### src/rtl/epalloc_pkg.sv
package epalloc_pkg;

    typedef struct packed {
        logic       en;
        logic       iso;
        logic [3:0] code;
    } ep_cfg_t;

    typedef enum logic [0:0] {
        W_IDLE = 1'b0,
        W_WALK = 1'b1
    } walk_state_t;

    // Logical byte count for an isochronous size code.
    function automatic logic [10:0] iso_logical(input logic [3:0] c);
        logic [10:0] r;
        unique case (c)
            4'd0:  r = 11'd16;
            4'd1:  r = 11'd32;
            4'd2:  r = 11'd48;
            4'd3:  r = 11'd64;
            4'd4:  r = 11'd96;
            4'd5:  r = 11'd128;
            4'd6:  r = 11'd160;
            4'd7:  r = 11'd192;
            4'd8:  r = 11'd256;
            4'd9:  r = 11'd320;
            4'd10: r = 11'd384;
            4'd11: r = 11'd512;
            4'd12: r = 11'd640;
            4'd13: r = 11'd768;
            4'd14: r = 11'd896;
            default: r = 11'd1023;
        endcase
        return r;
    endfunction

endpackage

### src/rtl/alloc_cfg_store.sv
module alloc_cfg_store
    import epalloc_pkg::*;
#(
    parameter int NUM_EP   = 16,
    parameter int FIXED_EP = 2,
    parameter int IDX_W    = 4
) (
    input  logic             clk,
    input  logic             rst_n,
    input  logic             we,
    input  logic [IDX_W-1:0] widx,
    input  ep_cfg_t          wdata,
    output ep_cfg_t          ent_o [NUM_EP],
    output logic             change,
    output logic             inval
);

    ep_cfg_t ent_q [NUM_EP];
    logic    idx_ok;

    assign idx_ok = ({1'b0, widx} >= (IDX_W+1)'(FIXED_EP)) &&
                    ({1'b0, widx} <  (IDX_W+1)'(NUM_EP));
    assign change = we && idx_ok && (wdata != ent_q[widx]);

    for (genvar g = 0; g < NUM_EP; g++) begin : g_ent
        always_ff @(posedge clk or negedge rst_n) begin
            if (!rst_n)
                ent_q[g] <= '0;
            else if (change && (widx == IDX_W'(g)))
                ent_q[g] <= wdata;
        end
        assign ent_o[g] = ent_q[g];
    end

    always_ff @(posedge clk or negedge rst_n) begin
        if (!rst_n) inval <= 1'b0;
        else        inval <= change;
    end


    inval_src_chk: assert property (@(posedge clk) disable iff (!rst_n)
        inval |-> $past(we));

endmodule

### src/rtl/alloc_size_decode.sv
module alloc_size_decode
    import epalloc_pkg::*;
#(
    parameter int ADDR_W     = 12,
    parameter int CTRL_BYTES = 64
) (
    input  ep_cfg_t           cfg,
    input  logic              fixed,
    output logic [ADDR_W-1:0] phys,
    output logic              bad,
    output logic              rfb,
    output logic              nonis
);

    always_comb begin
        phys  = '0;
        bad   = 1'b0;
        rfb   = 1'b0;
        nonis = 1'b0;
        if (fixed) begin
            phys  = ADDR_W'(CTRL_BYTES);
            nonis = 1'b1;
        end else if (cfg.en) begin
            if (cfg.iso) begin
                phys = ADDR_W'(iso_logical(cfg.code)) << 1;
            end else if (cfg.code[2]) begin
                bad = 1'b1;
            end else begin
                phys  = ADDR_W'(16) << cfg.code[1:0];
                nonis = 1'b1;
                rfb   = cfg.code[3];
            end
        end
    end

endmodule

### src/rtl/alloc_walker.sv
module alloc_walker
    import epalloc_pkg::*;
#(
    parameter int NUM_EP       = 16,
    parameter int FIXED_EP     = 2,
    parameter int ADDR_W       = 12,
    parameter int IDX_W        = 4,
    parameter int TOTAL_BYTES  = 2462,
    parameter int NONISO_BYTES = 512
) (
    input  logic              clk,
    input  logic              rst_n,
    input  logic              change,
    input  logic [ADDR_W-1:0] phys,
    input  logic              bad,
    input  logic              rfb,
    input  logic              nonis,
    output logic [IDX_W-1:0]  cur_idx,
    output logic              busy,
    output logic [ADDR_W-1:0] base_o [NUM_EP],
    output logic [ADDR_W-1:0] len_o  [NUM_EP],
    output logic [NUM_EP-1:0] rf_o,
    output logic              ovf,
    output logic              cerr,
    output logic [IDX_W-1:0]  fault_idx
);

    localparam int SUM_W = ADDR_W + 1;

    walk_state_t       state, state_n;
    logic              pending;
    logic              last;
    logic [SUM_W-1:0]  used_tot, used_ni, tot_next, ni_next;
    logic              fit_tot, fit_ni, grant, fault_seen;
    logic [ADDR_W-1:0] base_q [NUM_EP];
    logic [ADDR_W-1:0] len_q  [NUM_EP];

    assign last     = (cur_idx == IDX_W'(NUM_EP-1));
    assign tot_next = used_tot + SUM_W'(phys);
    assign ni_next  = used_ni + SUM_W'(phys);
    assign fit_tot  = tot_next <= SUM_W'(TOTAL_BYTES);
    assign fit_ni   = !nonis || (ni_next <= SUM_W'(NONISO_BYTES));
    assign grant    = !bad && fit_tot && fit_ni;
    assign busy     = pending || (state == W_WALK);

    // Next-state logic
    always_comb begin
        state_n = state;
        unique case (state)
            W_IDLE: if (pending) state_n = W_WALK;
            W_WALK: if (last)    state_n = W_IDLE;
        endcase
    end

    // State register
    always_ff @(posedge clk or negedge rst_n) begin
        if (!rst_n) state <= W_IDLE;
        else        state <= state_n;
    end

    // Outputs and datapath
    always_ff @(posedge clk or negedge rst_n) begin
        if (!rst_n) begin
            pending    <= 1'b1;
            cur_idx    <= '0;
            used_tot   <= '0;
            used_ni    <= '0;
            ovf        <= 1'b0;
            cerr       <= 1'b0;
            fault_idx  <= '0;
            fault_seen <= 1'b0;
            rf_o       <= '0;
            for (int k = 0; k < NUM_EP; k++) begin
                base_q[k] <= '0;
                len_q[k]  <= '0;
            end
        end else begin
            pending <= change || (pending && (state != W_IDLE));
            unique case (state)
                W_IDLE: begin
                    if (pending) begin
                        cur_idx    <= '0;
                        used_tot   <= '0;
                        used_ni    <= '0;
                        ovf        <= 1'b0;
                        cerr       <= 1'b0;
                        fault_idx  <= '0;
                        fault_seen <= 1'b0;
                    end
                end
                W_WALK: begin
                    cur_idx         <= cur_idx + 1'b1;
                    base_q[cur_idx] <= used_tot[ADDR_W-1:0];
                    len_q[cur_idx]  <= grant ? phys : '0;
                    rf_o[cur_idx]   <= grant && rfb;
                    if (grant) begin
                        used_tot <= tot_next;
                        if (nonis) used_ni <= ni_next;
                    end
                    if (bad) cerr <= 1'b1;
                    if (!bad && !(fit_tot && fit_ni)) ovf <= 1'b1;
                    if (!grant && !fault_seen) begin
                        fault_idx  <= cur_idx;
                        fault_seen <= 1'b1;
                    end
                end
            endcase
        end
    end

    for (genvar g = 0; g < NUM_EP; g++) begin : g_out
        assign base_o[g] = base_q[g];
        assign len_o[g]  = len_q[g];
    end


    tot_budget_chk: assert property (@(posedge clk) disable iff (!rst_n)
        used_tot <= SUM_W'(TOTAL_BYTES));


    ni_budget_chk: assert property (@(posedge clk) disable iff (!rst_n)
        used_ni <= SUM_W'(NONISO_BYTES));


    rf_ctrl_chk: assert property (@(posedge clk) disable iff (!rst_n)
        rf_o[FIXED_EP-1:0] == '0);


    walk_end_chk: assert property (@(posedge clk) disable iff (!rst_n)
        $fell(busy) |-> $past(cur_idx) == IDX_W'(NUM_EP-1));

endmodule

### src/rtl/ep_space_alloc.sv
module ep_space_alloc
    import epalloc_pkg::*;
#(
    parameter int NUM_EP       = 16,
    parameter int FIXED_EP     = 2,
    parameter int CTRL_BYTES   = 64,
    parameter int TOTAL_BYTES  = 2462,
    parameter int NONISO_BYTES = 512,
    localparam int IDX_W       = $clog2(NUM_EP),
    localparam int ADDR_W      = $clog2(TOTAL_BYTES + 1)
) (
    input  logic              clk,
    input  logic              rst_n,
    input  logic              cfg_we,
    input  logic [IDX_W-1:0]  cfg_idx,
    input  logic              cfg_en,
    input  logic              cfg_iso,
    input  logic [3:0]        cfg_code,
    input  logic [IDX_W-1:0]  qry_idx,
    output logic [ADDR_W-1:0] qry_base,
    output logic [ADDR_W-1:0] qry_len,
    output logic              busy,
    output logic              inval,
    output logic              ovf,
    output logic              code_err,
    output logic [IDX_W-1:0]  fault_idx,
    output logic [NUM_EP-1:0] rate_fb
);

    ep_cfg_t           ent [NUM_EP];
    ep_cfg_t           wdata;
    logic              change;
    logic [IDX_W-1:0]  cur_idx;
    logic [ADDR_W-1:0] phys;
    logic              bad, rfb, nonis, fixed;
    logic [ADDR_W-1:0] base_t [NUM_EP];
    logic [ADDR_W-1:0] len_t  [NUM_EP];

    assign wdata = '{en: cfg_en, iso: cfg_iso, code: cfg_code};
    assign fixed = ({1'b0, cur_idx} < (IDX_W+1)'(FIXED_EP));

    alloc_cfg_store #(.NUM_EP(NUM_EP), .FIXED_EP(FIXED_EP), .IDX_W(IDX_W)) u_store (
        .clk(clk), .rst_n(rst_n), .we(cfg_we), .widx(cfg_idx), .wdata(wdata),
        .ent_o(ent), .change(change), .inval(inval)
    );

    alloc_size_decode #(.ADDR_W(ADDR_W), .CTRL_BYTES(CTRL_BYTES)) u_dec (
        .cfg(ent[cur_idx]), .fixed(fixed), .phys(phys),
        .bad(bad), .rfb(rfb), .nonis(nonis)
    );

    alloc_walker #(
        .NUM_EP(NUM_EP), .FIXED_EP(FIXED_EP), .ADDR_W(ADDR_W), .IDX_W(IDX_W),
        .TOTAL_BYTES(TOTAL_BYTES), .NONISO_BYTES(NONISO_BYTES)
    ) u_walk (
        .clk(clk), .rst_n(rst_n), .change(change), .phys(phys), .bad(bad),
        .rfb(rfb), .nonis(nonis), .cur_idx(cur_idx), .busy(busy),
        .base_o(base_t), .len_o(len_t), .rf_o(rate_fb), .ovf(ovf),
        .cerr(code_err), .fault_idx(fault_idx)
    );

    assign qry_base = base_t[qry_idx];
    assign qry_len  = len_t[qry_idx];


    inval_busy_chk: assert property (@(posedge clk) disable iff (!rst_n)
        inval |-> busy);


    ctrl_len_chk: assert property (@(posedge clk) disable iff (!rst_n)
        !busy |-> (len_t[0] == ADDR_W'(CTRL_BYTES)) && (base_t[1] == ADDR_W'(CTRL_BYTES)));

endmodule

### config.mk
export PLATFORM = sky130hd
export DESIGN_NAME = ep_space_alloc
export DESIGN_NICKNAME = d
export VERILOG_FILES = /design/src/rtl/epalloc_pkg.sv /design/src/rtl/alloc_cfg_store.sv /design/src/rtl/alloc_size_decode.sv /design/src/rtl/alloc_walker.sv /design/src/rtl/ep_space_alloc.sv
export SDC_FILE = /design/constraint.sdc
export NUM_CORES = 1
export LEC_CHECK = 0
export CAP_MARGIN = 20
export CORE_MARGIN = 5
export CORE_UTILIZATION = 63
export CTS_CLUSTER_DIAMETER = 100
export CTS_CLUSTER_SIZE = 28
export DETAILED_ROUTE_END_ITERATION = 7
export HOLD_SLACK_MARGIN = 0.03
export PLACE_DENSITY_LB_ADDON = 0.25
export SLEW_MARGIN = 10
export SYNTH_ARGS = -nofsm -noshare
export SYNTH_HDL_FRONTEND = slang
export SYNTH_HIERARCHICAL = 1
export SYNTH_SLANG_ARGS = --single-unit
export TNS_END_PERCENT = 30
### constraint.sdc
create_clock -name clk -period 7.6 [get_ports clk]
set_input_delay 1.14 -clock clk [delete_from_list [all_inputs] [get_ports clk]]
set_output_delay 1.14 -clock clk [all_outputs]
set_load 0.02 [all_outputs]
[Word-level counts from Yosys, hierarchy flattened]
Memories as Yosys holds them, arrays and structs flattened.
Index checks and enable logic that the tools add are counted.
Widths: inputs -> output; s select.
Cells by class
  add/subtract/negate cells: 3
  magnitude comparators: 10
  equality and inequality tests: 23
  shifts and indexed selects: 1
  muxes and demuxes: 56
  bitwise operators: 4
  reduce and logical (&&, ||, !) cells: 41
Operator list (number)
  $bwmux 192: 2
  $mux 12: 10
  $bmux 12 s4: 2
  $mux 13: 4
  $pmux 13 s2: 2
  $bmux 6 s4: 2
  $demux 12 s4: 1
  $eq 4x4->1 const B: 9
  $logic_and 1x1->1: 27
  $add 13x12->13: 2
  $mux 6: 4
  $mux 1: 19
  $bwmux 16: 1
  $eq 4x3->1 const B: 4
  $pmux 4 s2: 2
  $ge 5x5->1 const B: 3
  $not 4->5: 3
  $le 13x10->1 const B: 1
  $le 13x12->1 const B: 1
  $shl 5x2->12 const A: 1
  $eq 4x2->1 const B: 2
  $mux 4: 2
  $pmux 1 s2: 4
  $reduce_and 2->1: 4
  16 further kinds: 26
Word-level totals
  register bits after elaboration: 536
  bits in read-only memories: 160
  input port bits: 17
  output and inout port bits: 48
  logic and storage cells: 230
  memories kept: 1
Memory list
  (no name shown): depth 16, width 10, read ports 1, clocked after memory_dff 0, write ports 0, line epalloc_pkg.sv:17  | unique case (c)

[Longest topological paths before layout]
  depth in word-level cells: 17
  mapped depth: 22
  gate-level depth less buffers: 19

[Cells and area by module]
The synthesis kept the hierarchy.
Modules (own cells, without submodules)
  alloc_walker: instances 1, cells each 1513, area an instance 17491.8 µm², seq. area each 10986.8 µm²
  alloc_cfg_store: instances 1, cells each 374, area an instance 4865.9 µm², seq. area each 2427.3 µm²
  ep_space_alloc: instances 1, cells each 209, area an instance 3644.7 µm², seq. area each 0.0 µm²
  alloc_size_decode: instances 1, cells each 54, area an instance 370.4 µm², seq. area each 0.0 µm²

[Worst setup path after synthesis]
No wires, ideal clock.
  kind: register -> register
  from: register u_walk.cur_idx[0]
  to: register u_walk.used_ni[9]
  library setup time: 121 ps
  arrival time: 6028 ps
  required time: 7479 ps
  slack: 1451 ps
  stages on the path, launching flop included: 22
  buffers on the path: 4
  clock period less this slack: 6149 ps
  path through: dfrtp_1 > buf_2 > buf_2 > mux4_2 > a211oi_1 > a21oi_1 > inv_1 > ha_1 > a32o_1 > a221o_1 > ha_1 > clkbuf_1 > nor3b_1 > a31oi_1 > o2111ai_1 > or4_1 > or4_4 > a2111oi_4 > o2111ai_2 > buf_6 > mux2_4 > a22o_1
Between the ends
  longest elaborated chain between the ends: 15
  elaborated cells on any way between the ends: 34
  classes of those cells: 2 x add/sub; 3 x order compare; 2 x eq/ne; 1 x shift; 18 x mux; 1 x bitwise; 6 x reduce/logical; 1 x memory
Ends and longest elaborated chain
  start, declared: line alloc_walker.sv:18  | output logic [IDX_W-1:0] cur_idx,
  start signal, assigned: line alloc_walker.sv:92  | cur_idx <= cur_idx + 1'b1;
  parallel branches: the longest is 8 deep, another holds $mem_v2 16x10
  $mux 12 *: line alloc_size_decode.sv:20  | if (fixed) begin
  via phys[6]: line ep_space_alloc.sv:34  | logic [ADDR_W-1:0] phys;
  $add 13x12->13, on equally long branches: line alloc_walker.sv:39, alloc_walker.sv:40
  $le 13x12->1 / $le 13x10->1 (equally long branches): line alloc_walker.sv:41, alloc_walker.sv:42
  $logic_and 1x1->1 / $logic_or 1x1->1 (equally long branches): line alloc_walker.sv:43, alloc_walker.sv:42
  $logic_and 1x1->1: line alloc_walker.sv:43  | assign grant = !bad && fit_tot && fit_ni;
  $ne 2x2->1 (no source line)
  $reduce_and 3->1 (no source line)
  end signal, assigned: line alloc_walker.sv:98  | if (nonis) used_ni <= ni_next;
  end, declared: line alloc_walker.sv:33  | logic [SUM_W-1:0] used_tot, used_ni, tot_next, ni_next;
Mark *: on every way through the listed nets, which the timed path passes. The select of a mux whose other input is x is not followed.
A chain may end at the register's enable or synchronous reset.

[Worst setup path in the final report]
  from: register u_walk.cur_idx[0]
  to: register u_walk.len_q (netlist bit u_walk/len_o[115])
Between the ends
  longest elaborated chain between the ends: 15
  elaborated cells on any way between the ends: 35
  classes of those cells: 2 x add/sub; 5 x order compare; 1 x shift; 19 x mux; 1 x bitwise; 6 x reduce/logical; 1 x memory
Ends and longest elaborated chain
  parallel branches: the longest is 8 deep, another holds $mem_v2 16x10
  $mux 12 *: line alloc_size_decode.sv:20
  via phys[6]: line ep_space_alloc.sv:34
  $add 13x12->13, on equally long branches: line alloc_walker.sv:39, alloc_walker.sv:40
  $le 13x12->1 / $le 13x10->1 (equally long branches): line alloc_walker.sv:41, alloc_walker.sv:42
  $logic_and 1x1->1 / $logic_or 1x1->1 (equally long branches): line alloc_walker.sv:43, alloc_walker.sv:42
  $logic_and 1x1->1 *: line alloc_walker.sv:43
  $mux 12 *: line alloc_walker.sv:94  | len_q[cur_idx] <= grant ? phys : '0;
  $bwmux 192 *: line alloc_walker.sv:94
  end signal, assigned by index: line alloc_walker.sv:94
  end, declared: line alloc_walker.sv:36  | logic [ADDR_W-1:0] len_q [NUM_EP];
Marked as above.

==> results.md <==
- Outcome: finished clean
- Synth async-reset ratio: 100%
- Total of max-cap violations: 0
- Max Clk Rate: 144 MHz
- Share of cells above drive strength 1: 20.7%
- Vias after detailed routing: 17200
- DRC viols: 0
- Fin crit share: 91.6%
- Syn Std Cell Area: 26400 µm²
- Crit start category: flop
- Area contributors post-synth: dfrtp_1 51%, mux4_2 13%, mux2_2 7.0%
- Placed cell area: 27100 µm²
- CTS H-tree depth: 1
- Cell variety after synth: 82
- Final setup fails: 0
- Filler instances: 3038
- Synth Flop Type: dfrtp_1
- Cts hold-fix bufs: 0
- WS Path Type: reg -> reg
- Largest net degree at the start of global routing: 181
- Register area share after synthesis: 50.9%
- First-pass GRT wire length: 101000 µm
- Total CTS buffers: 23
- Max FO, Critical Path: 16
- # nets final: 2136
- Core Region: 41700 µm²
- Gr usage total: 27.3%
- Worst-Margin Slew: 1.14 ns
- Cells after synthesis: 2150
- Hold slack: 0.408 ns
- Starting density of the core: 63.3%
- Starting DRT DRC Count: 1777
- Pwr dens: 380 nW/µm²
- Worst hold path class: reg -> reg
- Clk slew on worst S/H paths: 0.11 ns
- Residual overflow from global routing: 0
- Synth top area share: 50.8%
- CTS tree: done
- Lkg Pwr: 12.1 nW
- Final WL: 61800 µm
- Root buf cell: clkbuf_16
- Wire per inst: 23.6 µm
- Worst EP required: 8.08 ns
- Post-synthesis register bit count: 536
- Metal-1 WL: 26500 µm
- RSZ-0062 raised after global routing: false
- Skew final: 0.0208 ns
- Yosys top cell by area: dfrtp_1
- Met2 WL post-DR: 30100 µm
- Vias/cell: 6.54
- DP HPWL: 38300 µm
- Die H: 215 µm
- Final worst path period need: 6.96 ns
- Post-CTS Resized: 0
- Final hold viol count: 0
- Slew Limit Fails: 0
- Row cnt: 75
- I/O pin cnt: 65
- DR WL met3: 3420 µm
- Die width: 215 µm
- Clock Latency Late Sink: 0.58 ns
- Placer Congestion: 0.901
- Post-detailed-route count of antenna-violating nets: 0
- Yosys warns: 6
- Setup TNS: 0 ns
- Power, Total: 10.6 mW
- Initial antenna violation count: 1
- WP data arrival: 7.44 ns
- Layout Cell Area excl Fill: 27900 µm²
- Bufs on Longest Clock Path: 3
- EDFF count, synth: 0
- Number of global-route vias before repair: 17700
- # Post-CTS Setup Buffers: 0
- Peak supply drop: 0.289 mV
- ANT cells: 0
- Area grow syn2layout: 5.62%
- Setup crit end kind: flop
- Max_slew headroom: 23.7%
- CTS Sinks: 536
- Drt first pass iters: 6
- Syn Area/Cell: 12.3 µm²
- Die ar.: 46100 µm²
- Top routing layer used: met5
- Port-buffer cells: 64
## sequential cells by signal (all words and copies together), names as in the netlist
signal	count
u_store/ent_o	96
u_store/inval	1
u_walk/base_o	192
u_walk/cerr	1
u_walk/cur_idx	4
u_walk/fault_idx	4
u_walk/fault_seen	1
u_walk/len_o	192
u_walk/ovf	1
u_walk/pending	1
u_walk/rf_o	16
u_walk/state	1
u_walk/used_ni	13
u_walk/used_tot	13
## final timing paths
| check | slack, ns | cells after the start | from | endpoint |
|---|---|---|---|---|
| min | 0.41 | 0 | u_store/ent_o[84]$_DFFE_PN0P_ | u_store/ent_o[84]$_DFFE_PN0P_ |
| max | 0.64 | 18 | u_walk/cur_idx[0]$_DFFE_PN0P_ | u_walk/len_o[115]$_DFFE_PN0P_ |
| min in group asynchronous | 0.58 | 1 | rst_n | u_walk/base_o[99]$_DFFE_PN0P_ |
| max reg2reg | 0.64 | 18 | u_walk/cur_idx[0]$_DFFE_PN0P_ | u_walk/len_o[115]$_DFFE_PN0P_ |
| max in group asynchronous | 5.58 | 2 | rst_n | u_walk/base_o[88]$_DFFE_PN0P_ |
| min reg2reg | 0.41 | 0 | u_store/ent_o[84]$_DFFE_PN0P_ | u_store/ent_o[84]$_DFFE_PN0P_ |
## worst max-delay path, stage by stage (launching register included)
cell	delay (ns)
dfrtp_2	0.56
buf_4	0.24
mux4_2	0.33
nor2b_1	0.13
a211oi_1	0.06
a21oi_1	0.80
nor2_1	0.25
a32o_1	0.28
a221o_1	0.44
ha_1	0.43
nor3b_1	0.17
a31oi_1	0.14
o2111ai_1	0.13
or4_1	0.54
or4_4	0.54
a2111oi_4	0.45
o211a_2	0.57
nand2_1	0.49
o21ai_0	0.30
## synthesized netlist by cell type, types with 29 or more instances
library cell	number
mux4_2	158
mux2i_1	42
mux2_2	163
o21ai_1	137
nor3_1	35
nand2_1	332
o21ai_0	132
dfrtp_1	535
ha_1	35
nor2_1	34
mux2_1	60
a21oi_1	29
clkbuf_1	135
## stage by stage
step / util [%] / instances / setup slack (ns)
after detailed placement: 65.0 / 2590 / 0.665
after global routing: 66.9 / 2623 / 0.131
after CTS: 66.5 / 2617 / 0.671
after global placement: 65.0 / 2590 / 0.809
final: 66.9 / 2623 / 0.639
after floorplan: - / 2151 / 1.45
## metal layers
metal  GRT usage [%]  vias up
met5               0        -
met4            7.71        2
met3            3.66       93
met2            44.4      536
met1            39.5     8887
li1                -     7637
## kinds of logic (layout without fill, tap and decap cells)
group                      after synthesis  after routing  share of synthesized area [%]
DFF                                    536            536                           50.9
buffers and inverters                  221            154                           3.80
and+or+nand+nor                        482            482                           7.85
AOI/OAI and AO/OA                      419            419                           9.93
muxes                                  425            425                           24.8
other                                    1              2                         0.0142
xor gates and xnor gates                29             29                          0.963
adders and majority gates               37             37                           1.81
## report_power, final
part	total [mW]	switching [mW]	internal [mW]	leakage [nW]
Combinational	4.42	2.34	2.08	4.85
Sequential	4.71	0.765	3.94	6.96
Clock	1.44	0.876	0.569	0.305
## final cells by class
type                            count  area [µm²]  area share, %
Inverter                           30         113          0.404
Multi-Input combinational cell   1394       12000           43.1
Clock inverter                      3        36.3          0.130
Timing Repair Buffer               97        1020           3.67
Tap cell                          539         674           2.42
Clock buffer                       24         589           2.12
Sequential cell                   536       13400           48.2
## layout by cell type (no fill, tap or decap), types with 12 or more instances in the layout
| cell | count |
|---|---|
| a21oi_1 | 29 |
| a22o_1 | 25 |
| buf_4 | 24 |
| clkbuf_16 | 23 |
| clkdlybuf4s50_1 | 59 |
| dfrtp_1 | 534 |
| ha_1 | 35 |
| inv_1 | 28 |
| mux2_1 | 60 |
| mux2_2 | 163 |
| mux2i_1 | 42 |
| mux4_2 | 158 |
| nand2_1 | 316 |
| nand2_2 | 16 |
| nand3_1 | 21 |
| nor2_1 | 33 |
| nor2b_1 | 14 |
| nor3_1 | 35 |
| o21ai_0 | 132 |
| o21ai_1 | 137 |
| xnor2_1 | 12 |
| xor2_1 | 17 |
Power figures use the tool's default switching activity.
